--- config.mk ---
export PLATFORM = sky130hd
export DESIGN_NAME = asram_ctl
export DESIGN_NICKNAME = d
export VERILOG_FILES = /design/src/rtl/asram_pkg.sv /design/src/rtl/asram_timer.sv /design/src/rtl/asram_seq.sv /design/src/rtl/asram_datapath.sv /design/src/rtl/asram_ctl.sv
export SDC_FILE = /design/constraint.sdc
export NUM_CORES = 1
export LEC_CHECK = 0
export ABC_AREA = 1
export BUFFER_PORTS_ARGS = -buffer_cell sky130_fd_sc_hd__buf_2
export CORE_ASPECT_RATIO = 1.75
export CORE_MARGIN = 2
export CORE_UTILIZATION = 50
export CTS_CLUSTER_SIZE = 24
export DETAILED_ROUTE_END_ITERATION = 12
export GPL_ROUTABILITY_DRIVEN = 1
export HOLD_SLACK_MARGIN = 0.03
export PLACE_DENSITY = 0.79
export SLEW_MARGIN = 20
export SYNTH_ARGS = -nofsm -noshare
export SYNTH_HDL_FRONTEND = slang
export SYNTH_HIERARCHICAL = 1
export SYNTH_SLANG_ARGS = --single-unit
--- constraint.sdc ---
create_clock -name clk -period 1.95 [get_ports clk]
set_input_delay 0.195 -clock clk [delete_from_list [all_inputs] [get_ports clk]]
set_output_delay 0.195 -clock clk [all_outputs]
set_load 0.01 [all_outputs]
--- src/rtl/asram_pkg.sv ---
package asram_pkg;

  typedef enum logic [2:0] {
    ST_IDLE,
    ST_RD_ACC,
    ST_RD_END,
    ST_WR_HIZ,
    ST_WR_DAT,
    ST_WR_END
  } ctl_state_e;

  function automatic int ns_to_cyc(input int t_ns, input int clk_ns);
    return (t_ns + clk_ns - 1) / clk_ns;
  endfunction

  function automatic int imax(input int a, input int b);
    return (a > b) ? a : b;
  endfunction

endpackage

--- src/rtl/asram_timer.sv ---
module asram_timer #(
  parameter int CNT_W = 8
) (
  input  logic             clk,
  input  logic             rst_n,
  input  logic             load,
  input  logic [CNT_W-1:0] load_val,
  output logic             zero
);
  logic [CNT_W-1:0] cnt_q;

  always_ff @(posedge clk or negedge rst_n) begin
    if (!rst_n)              cnt_q <= '0;
    else if (load)           cnt_q <= load_val;
    else if (cnt_q != '0)    cnt_q <= cnt_q - 1'b1;
  end

  assign zero = (cnt_q == '0);
endmodule

--- src/rtl/asram_seq.sv ---
module asram_seq
  import asram_pkg::*;
#(
  parameter int CNT_W   = 8,
  parameter int RD_CYC  = 14,
  parameter int HIZ_CYC = 6,
  parameter int WD_CYC  = 7
) (
  input  logic             clk,
  input  logic             rst_n,
  input  logic             req,
  input  logic             we,
  input  logic             tmr_zero,
  output logic             tmr_load,
  output logic [CNT_W-1:0] tmr_val,
  output logic             ready,
  output logic             accept,
  output logic             capture,
  output logic             sel_n,
  output logic             sel,
  output logic             oe_n,
  output logic             rw,
  output logic             drive
);
  ctl_state_e state_q, state_d;

  always_comb begin
    state_d  = state_q;
    tmr_load = 1'b0;
    tmr_val  = '0;
    capture  = 1'b0;
    unique case (state_q)
      ST_IDLE: if (req) begin
        tmr_load = 1'b1;
        if (we) begin
          state_d = ST_WR_HIZ;
          tmr_val = CNT_W'(HIZ_CYC - 1);
        end else begin
          state_d = ST_RD_ACC;
          tmr_val = CNT_W'(RD_CYC - 1);
        end
      end
      ST_RD_ACC: if (tmr_zero) begin
        capture = 1'b1;
        state_d = ST_RD_END;
      end
      ST_RD_END: state_d = ST_IDLE;
      ST_WR_HIZ: if (tmr_zero) begin
        tmr_load = 1'b1;
        tmr_val  = CNT_W'(WD_CYC - 1);
        state_d  = ST_WR_DAT;
      end
      ST_WR_DAT: if (tmr_zero) state_d = ST_WR_END;
      ST_WR_END: state_d = ST_IDLE;
      default:   state_d = ST_IDLE;
    endcase
  end

  assign ready  = (state_q == ST_IDLE);
  assign accept = req && ready;

  // Pin stage: every RAM control is a flop loaded from the next state.
  always_ff @(posedge clk or negedge rst_n) begin
    if (!rst_n) begin
      state_q <= ST_IDLE;
      sel_n   <= 1'b1;
      sel     <= 1'b0;
      oe_n    <= 1'b1;
      rw      <= 1'b1;
      drive   <= 1'b0;
    end else begin
      state_q <= state_d;
      sel_n   <= !(state_d inside {ST_RD_ACC, ST_WR_HIZ, ST_WR_DAT});
      sel     <=  (state_d inside {ST_RD_ACC, ST_WR_HIZ, ST_WR_DAT});
      oe_n    <= !(state_d == ST_RD_ACC);
      rw      <= !(state_d inside {ST_WR_HIZ, ST_WR_DAT});
      drive   <=  (state_d inside {ST_WR_DAT, ST_WR_END});
    end
  end
endmodule

--- src/rtl/asram_datapath.sv ---
module asram_datapath #(
  parameter int ADDR_W = 17,
  parameter int DATA_W = 8
) (
  input  logic              clk,
  input  logic              rst_n,
  input  logic              accept,
  input  logic              we,
  input  logic [ADDR_W-1:0] addr,
  input  logic [DATA_W-1:0] wdata,
  input  logic              capture,
  input  logic [DATA_W-1:0] dq_i,
  output logic [ADDR_W-1:0] mem_addr,
  output logic [DATA_W-1:0] dq_o,
  output logic [DATA_W-1:0] rdata,
  output logic              rdata_valid
);
  always_ff @(posedge clk or negedge rst_n) begin
    if (!rst_n) begin
      mem_addr    <= '0;
      dq_o        <= '0;
      rdata       <= '0;
      rdata_valid <= 1'b0;
    end else begin
      if (accept)       mem_addr <= addr;
      if (accept && we) dq_o     <= wdata;
      if (capture)      rdata    <= dq_i;
      rdata_valid <= capture;
    end
  end
endmodule

--- src/rtl/asram_ctl.sv ---
module asram_ctl
  import asram_pkg::*;
#(
  parameter int ADDR_W    = 17,
  parameter int DATA_W    = 8,
  parameter int CLK_NS    = 5,
  parameter int T_RC_NS   = 70,
  parameter int T_AA_NS   = 70,
  parameter int T_OE_NS   = 35,
  parameter int T_WC_NS   = 70,
  parameter int T_WP_NS   = 50,
  parameter int T_CW_NS   = 60,
  parameter int T_DS_NS   = 30,
  parameter int T_WHZ_NS  = 25,
  parameter int CNT_W     = 8
) (
  input  logic              clk,
  input  logic              rst_n,
  input  logic              req,
  input  logic              we,
  input  logic [ADDR_W-1:0] addr,
  input  logic [DATA_W-1:0] wdata,
  output logic              ready,
  output logic [DATA_W-1:0] rdata,
  output logic              rdata_valid,
  output logic [ADDR_W-1:0] mem_addr,
  output logic              mem_sel_n,
  output logic              mem_sel,
  output logic              mem_oe_n,
  output logic              mem_rw,
  output logic [DATA_W-1:0] mem_dq_o,
  input  logic [DATA_W-1:0] mem_dq_i,
  output logic              mem_dq_oe
);
  localparam int RD_CYC  = imax(imax(ns_to_cyc(T_RC_NS, CLK_NS), ns_to_cyc(T_AA_NS, CLK_NS)),
                                ns_to_cyc(T_OE_NS, CLK_NS));
  localparam int HIZ_CYC = ns_to_cyc(T_WHZ_NS, CLK_NS) + 1;
  localparam int WD_CYC  = imax(imax(imax(ns_to_cyc(T_DS_NS, CLK_NS),
                                          ns_to_cyc(T_WP_NS, CLK_NS) - HIZ_CYC),
                                     imax(ns_to_cyc(T_CW_NS, CLK_NS) - HIZ_CYC,
                                          ns_to_cyc(T_WC_NS, CLK_NS) - HIZ_CYC - 1)), 1);

  logic             tmr_load, tmr_zero, accept, capture;
  logic [CNT_W-1:0] tmr_val;

  asram_timer #(.CNT_W(CNT_W)) timer_i (
    .clk(clk), .rst_n(rst_n), .load(tmr_load), .load_val(tmr_val), .zero(tmr_zero)
  );

  asram_seq #(.CNT_W(CNT_W), .RD_CYC(RD_CYC), .HIZ_CYC(HIZ_CYC), .WD_CYC(WD_CYC)) seq_i (
    .clk(clk), .rst_n(rst_n), .req(req), .we(we), .tmr_zero(tmr_zero),
    .tmr_load(tmr_load), .tmr_val(tmr_val), .ready(ready), .accept(accept),
    .capture(capture), .sel_n(mem_sel_n), .sel(mem_sel), .oe_n(mem_oe_n),
    .rw(mem_rw), .drive(mem_dq_oe)
  );

  asram_datapath #(.ADDR_W(ADDR_W), .DATA_W(DATA_W)) dp_i (
    .clk(clk), .rst_n(rst_n), .accept(accept), .we(we), .addr(addr), .wdata(wdata),
    .capture(capture), .dq_i(mem_dq_i), .mem_addr(mem_addr), .dq_o(mem_dq_o),
    .rdata(rdata), .rdata_valid(rdata_valid)
  );
endmodule

; ---- Yosys cells after proc, flatten, opt, wreduce, memory -nomap -nowiden
; Index checks and enable logic that the tools add are counted.
[totals]
regBits = 50
inputBits = 37
wordCells = 47
[op_classes]
addsub = 1
eq_ne = 7
muxes = 16
reduce_logical = 12
[op_table]
columns = cell, count
row1 = two-way mux 8 bit, 3
row2 = one-hot mux 8 bit (2 select lines), 1
row3 = two-way mux 3 bit, 5
row4 = one-hot mux 3 bit (4 select lines), 1
row5 = equality test 3 bit (second input constant), 3
row6 = logical NOT 8 bit, 1
row7 = nonzero test 8 bit, 1
row8 = subtractor 8 x 1 -> 8 bit (second input constant), 1
row9 = equality test 3 x 1 -> 1 bit (second input constant), 2
row10 = equality test 3 x 2 -> 1 bit (second input constant), 2
row11 = nonzero test 2 bit, 3
row12 = two-way mux 4 bit, 1
row13 = logical NOT 1 bit, 3
row14 = logical NOT 3 bit, 1
row15 = two-way mux 1 bit, 3
row16 = nonzero test 3 bit, 1
row17 = logical AND 1 bit, 2
row18 = two-way mux 2 bit, 1
row19 = one-hot mux 1 bit (2 select lines), 1

; ---- Logic depth before layout (Yosys ltp)
[logic_depth]
depth_word = 6
depth_mapped = 13
mapped_depth_nobuf = 12

; ---- By module
; The synthesis kept the hierarchy.
[by_module_without_submodules]
columns = module, n_inst, cells_each, area_each_um2, seq_area_each_um2
row1 = asram_datapath, 1, 141, 1420.1, 850.8
row2 = asram_timer, 1, 71, 513.0, 200.2
row3 = asram_seq, 1, 55, 447.9, 203.9

; ---- Worst setup path before layout
; Ideal clock, no wire load.
[synth_timing]
path_kind = register to register
startpoint = register timer_i.cnt_q[0]
endpoint = register timer_i.cnt_q[0]
setup_ps = 118
arrival_time_ps = 1672
required_ps = 1832
slack_ps = 159
stages_incl_launch_ff = 13
path_buffers = 1
synth_period_minus_slack_ps = 1791
cell_sequence = dfrtp_1 > inv_1 > ha_1 > nand2_2 > nor2_4 > nand2_1 > inv_1 > nand2_2 > nand2_1 > buf_2 > o21ai_0 > nand2_1 > o21ai_2
[synth_between]
elab_chain_cells = 4
word_cells_on_any_way = 8
cone_classes = add/sub: 1 / mux: 4 / reduce/logical: 3
[synth_rtl]
columns = element, line
row1 = "start, declared", asram_timer.sv:10  ; logic [CNT_W-1:0] cnt_q;
row2 = "start signal, assigned", asram_timer.sv:14  ; else if (load) cnt_q <= load_val;
row3 = "start signal, assigned", asram_timer.sv:15  ; else if (cnt_q != '0) cnt_q <= cnt_q - 1'b1;
row4 = logical NOT 8 bit (*), asram_timer.sv:18  ; assign zero = (cnt_q == '0);
row5 = net tmr_zero, asram_ctl.sv:43  ; logic tmr_load, tmr_zero, accept, capture;
row6 = two-way mux 1 bit (*), asram_seq.sv:48  ; ST_WR_HIZ: if (tmr_zero) begin
row7 = one-hot mux 1 bit (2 select lines) (*), asram_seq.sv:32  ; unique case (state_q)
row8 = net tmr_load, asram_ctl.sv:43
row9 = two-way mux 8 bit / nonzero test 2 bit (equally long branches), -
; Mark *: on every way through the listed nets, which the timed path passes. The rest lies on a longest branch. The select of a mux whose other input is x is not followed.
; A chain may end at the register's enable or synchronous reset.

; ---- Final worst setup path
[layout_timing]
startpoint = register timer_i.cnt_q[0]
endpoint = register timer_i.cnt_q[1]
; The elaborated chain is that of the path after synthesis.

==> flow_results.xml <==
<?xml version="1.0" encoding="UTF-8"?>
<metrics>
  <group name="status">
    <metric name="run_status" unit="">finished clean</metric>
  </group>
  <group name="sta">
    <metric name="maxSlewHeadroom" unit="%">65.0</metric>
    <metric name="slew_at_the_pin_closest_to_its_max_slew_limit" unit="ns">0.524</metric>
    <metric name="achievable-frequency" unit="MHz">558</metric>
    <metric name="final.setup.tns" unit="ns">0</metric>
    <metric name="finalWorstPathRequiredPeriod" unit="ns">1.79</metric>
    <metric name="final_hold_viol_count" unit="">0</metric>
    <metric name="timing_max_transition_violations_final" unit="">0</metric>
    <metric name="timing.clock.skew" unit="ns">0.00608</metric>
    <metric name="setup_repair_after_global_routing_missed_its_margin" unit="">false</metric>
    <metric name="finalSetupViolations" unit="">0</metric>
    <metric name="finalCritPeriodShare" unit="%">92.0</metric>
  </group>
  <group name="clock_tree">
    <metric name="postCtsSetupRepairBufs" unit="">0</metric>
    <metric name="cts_htree_levels" unit="">2</metric>
    <metric name="tritoncts" unit="">done</metric>
    <metric name="clock_tree.root_cell" unit="">clkbuf_8</metric>
    <metric name="cts_made_buffers" unit="">5</metric>
    <metric name="cts-root-to-sink-buffers" unit="">2</metric>
    <metric name="path_clk_slew" unit="ns">0.09</metric>
    <metric name="clock_sink_count" unit="">50</metric>
    <metric name="worst_skew_pair.late_latency" unit="ns">0.29</metric>
  </group>
  <group name="synth">
    <metric name="synth.ff_latch_count" unit="">50</metric>
    <metric name="mean_post_synth_cell_area" unit="sq um">8.92</metric>
    <metric name="ys_dominant_reg_cell" unit="">dfrtp_1</metric>
    <metric name="arithmetic_cell_share_of_the_synthesized_area_counting_full_adders_half_adders_and_majority_gates" unit="%">0.525</metric>
    <metric name="async_reset_ff_share" unit="%">100</metric>
    <metric name="synth-compound-area-share" unit="%">9.04</metric>
    <metric name="synth_simple_gate_area_share" unit="%">24.3</metric>
    <metric name="yosysUniqueCellTypes" unit="">26</metric>
    <metric name="synth_xor_xnor_area_share" unit="%">0.736</metric>
    <metric name="synthMuxAreaShare" unit="%">0</metric>
    <metric name="synthesis_warnings" unit="">6</metric>
    <metric name="number_of_synthesized_flops_with_an_enable_pin" unit="">0</metric>
    <metric name="syn_area" unit="sq um">2380</metric>
    <metric name="synthesis.instances" unit="">267</metric>
    <metric name="synth_top_family_by_area" unit="">simple AND/OR/NAND/NOR gates</metric>
    <metric name="ys_seq_area_share" unit="%">52.7</metric>
  </group>
  <group name="critical_path">
    <metric name="critical_path_arrival" unit="ns">1.98</metric>
    <metric name="worst-setup-path-type" unit="">flip-flop to flip-flop</metric>
    <metric name="path_max_fanout" unit="">9</metric>
    <metric name="r2r-end" unit="">timer_i/cnt_q[1]</metric>
    <metric name="r2r_cells" unit="">12</metric>
    <metric name="ff2ff_setup_slack" unit="ns">0.16</metric>
    <metric name="critical_path.endpoint_type" unit="">flip-flop</metric>
    <metric name="startpoint_class" unit="">flip-flop</metric>
    <metric name="worst_ep_required_time" unit="ns">2.14</metric>
    <metric name="worst_r2r_startpoint" unit="">timer_i/cnt_q[0]</metric>
  </group>
  <group name="placement">
    <metric name="hpwlAfterDp" unit="um">3770</metric>
    <metric name="port_buffers" unit="">76</metric>
    <metric name="place_inst" unit="">390</metric>
    <metric name="place_congestion" unit="">0.830</metric>
  </group>
  <group name="floorplanning">
    <metric name="start_util" unit="%">51.5</metric>
    <metric name="floorplan.io_pins" unit="">77</metric>
    <metric name="core_area" unit="sq um">4620</metric>
    <metric name="rows" unit="">33</metric>
    <metric name="die-height" unit="um">95.3</metric>
    <metric name="design.die.area" unit="sq um">5350</metric>
    <metric name="die_x" unit="um">56.2</metric>
  </group>
  <group name="power_and_ir_drop">
    <metric name="cellPowerDensity" unit="nW/um^2">1450</metric>
    <metric name="p_leak" unit="nW">1.59</metric>
    <metric name="irDropWorstVdd" unit="mV">0.821</metric>
  </group>
  <group name="route">
    <metric name="wl_per_cell" unit="um">12.0</metric>
    <metric name="routed_vias" unit="">1903</metric>
    <metric name="drt-pass1-iter-count" unit="">4</metric>
    <metric name="drt-total-wl" unit="um">4790</metric>
    <metric name="postRouteAntennaNets" unit="">0</metric>
    <metric name="drcViolationCount" unit="">0</metric>
    <metric name="drt_iter0_markers" unit="">53</metric>
    <metric name="viasPerCell" unit="">4.78</metric>
  </group>
  <group name="global_route">
    <metric name="antenna_violations_before_repair" unit="">0</metric>
    <metric name="grt_usage" unit="%">19.2</metric>
    <metric name="global_route_wire_length_before_repair" unit="um">7980</metric>
    <metric name="globalRoute.totalOverflow" unit="">0</metric>
    <metric name="grt_pass1_vias" unit="">1912</metric>
    <metric name="grt_max_degree" unit="">31</metric>
  </group>
  <group name="worst_hold_path">
    <metric name="min-delay-start" unit="">addr[15]</metric>
    <metric name="worstHoldEndpoint" unit="">dp_i/mem_addr[15]</metric>
    <metric name="timing.hold.worst.class" unit="">primary input to flip-flop</metric>
    <metric name="worst_hold_path.num_cells" unit="">3</metric>
  </group>
  <group name="job">
    <metric name="maxCapViolCount" unit="">0</metric>
  </group>
  <group name="final_layout">
    <metric name="stdcell_count" unit="">398</metric>
    <metric name="fill_cells" unit="">417</metric>
    <metric name="final_nets" unit="">384</metric>
    <metric name="insertedDiodeCount" unit="">0</metric>
    <metric name="area_delta_synth_final" unit="%">21.2</metric>
    <metric name="post_route_cells_drive_above_1_share" unit="%">37.9</metric>
  </group>
</metrics>
## flip-flops by register name (all words and copies together) (netlist names)
signal,count
dp_i/dq_o,8
dp_i/mem_addr,17
dp_i/rdata,8
dp_i/rdata_valid,1
seq_i/drive,1
seq_i/oe_n,1
seq_i/rw,1
seq_i/sel,1
seq_i/sel_n,1
seq_i/state_q,3
timer_i/cnt_q,8
## report_power, final
part | total (W) | internal (W) | leakage [nW] | switching [W]
Sequential | 0.00179 | 0.00152 | 0.588 | 0.000269
Combinational | 0.00168 | 0.000693 | 0.947 | 0.000990
Clock | 0.000722 | 0.000410 | 0.0573 | 0.000312
## metrics by stage
step                      setup slack, ns  total power [W]  hold WS, ns  util [%]  area, sq um
final                               0.157          0.00419        0.103      62.4         2890
after global routing              0.00233          0.00454       0.0964      62.4         2890
after global placement              0.244          0.00343        0.191      59.7         2760
after CTS                          0.0934          0.00425       0.0924      62.4         2880
after floorplan                     0.159          0.00291       -0.101         -         2390
after detailed placement            0.106          0.00351        0.206      59.7         2760
## logic make-up (layout without fill, tap and decap cells)
logic type,after synthesis,in the layout
compound gates,32,32
xor+xnor,2,2
buf+inv,58,134
flops,50,50
other cells,1,4
simple gates,123,123
fa+ha+maj,1,1
## critical path, stage by stage, from the launching register on
cell and delay (ns):
dfrtp_1 0.38, inv_1 0.11, ha_1 0.20, nand2_2 0.09, nor2_4 0.15, nand2_1 0.07
inv_1 0.07, nand2_2 0.08, nand2_2 0.12, buf_4 0.17, o21ai_0 0.11, nand2_1 0.10
o21ai_2 0.06
## placed cells by master (no fill, tap or decap), drive strengths merged
master and n:
nand2 86, nand3 19, dlygate4sd3 1, o21ai 31
ha 1, inv 44, conb 4, dfstp 3
bufinv 1, nor2 15, dfrtp 47, clkbuf 6
a21boi 1, xnor2 1, xor2 1, or2 1
nand4 2, buf 82
## layer usage
metal | track usage, % | routed length [um] | up-vias
li1 | - | - | 958
met1 | 18.8 | 1800 | 879
met2 | 36.3 | 2610 | 53
met3 | 3.12 | 200 | 13
met4 | 13.1 | 181 | 0
met5 | 0 | 0 | -
## final cells by class
class,count,area (sq um),share of cell area [%]
well taps,52,65.1,2.25
repair buffers,83,448,15.5
multi-input cells,162,841,29.1
flip-flops and latches,50,1250,43.5
inverters,44,165,5.72
clock inverters,1,30.0,1.04
clock buffers,6,82.6,2.86
## Yosys cell counts (3+ instances only)
master	number	area, sq um
nand2_1	80	300
dfrtp_1	47	1180
inv_1	40	150
o21ai_2	14	123
o21ai_0	12	60.1
nand3_1	11	55.1
nor2_1	9	33.8
nand3_2	8	80.1
buf_4	7	52.6
buf_6	5	56.3
nand2_2	5	31.3
o21ai_1	5	25.0
inv_2	4	15.0
nor2_2	4	25.0
dfstp_2	3	78.8
## worst max path at each step
stage | startpoint | end | slack, ns | cells past startpoint
after floorplan | timer_i/cnt_q[0] | timer_i/cnt_q[0] | 0.16 | 12
after global placement | timer_i/cnt_q[0] | timer_i/cnt_q[1] | 0.24 | 12
after detailed placement | timer_i/cnt_q[0] | timer_i/cnt_q[1] | 0.11 | 12
after CTS | timer_i/cnt_q[0] | timer_i/cnt_q[1] | 0.09 | 13
after global routing | timer_i/cnt_q[0] | timer_i/cnt_q[1] | 0.002 | 13
final | timer_i/cnt_q[0] | timer_i/cnt_q[1] | 0.16 | 12
## repair_timing
action / CTS / global route
endpoints found under the setup margin: 0 / 2
endpoints found under the hold margin: 18 / 0
hold buffers: 1 / 0
resized for setup: 0 / 1
Note: power is estimated with default switching activity, not from simulation.
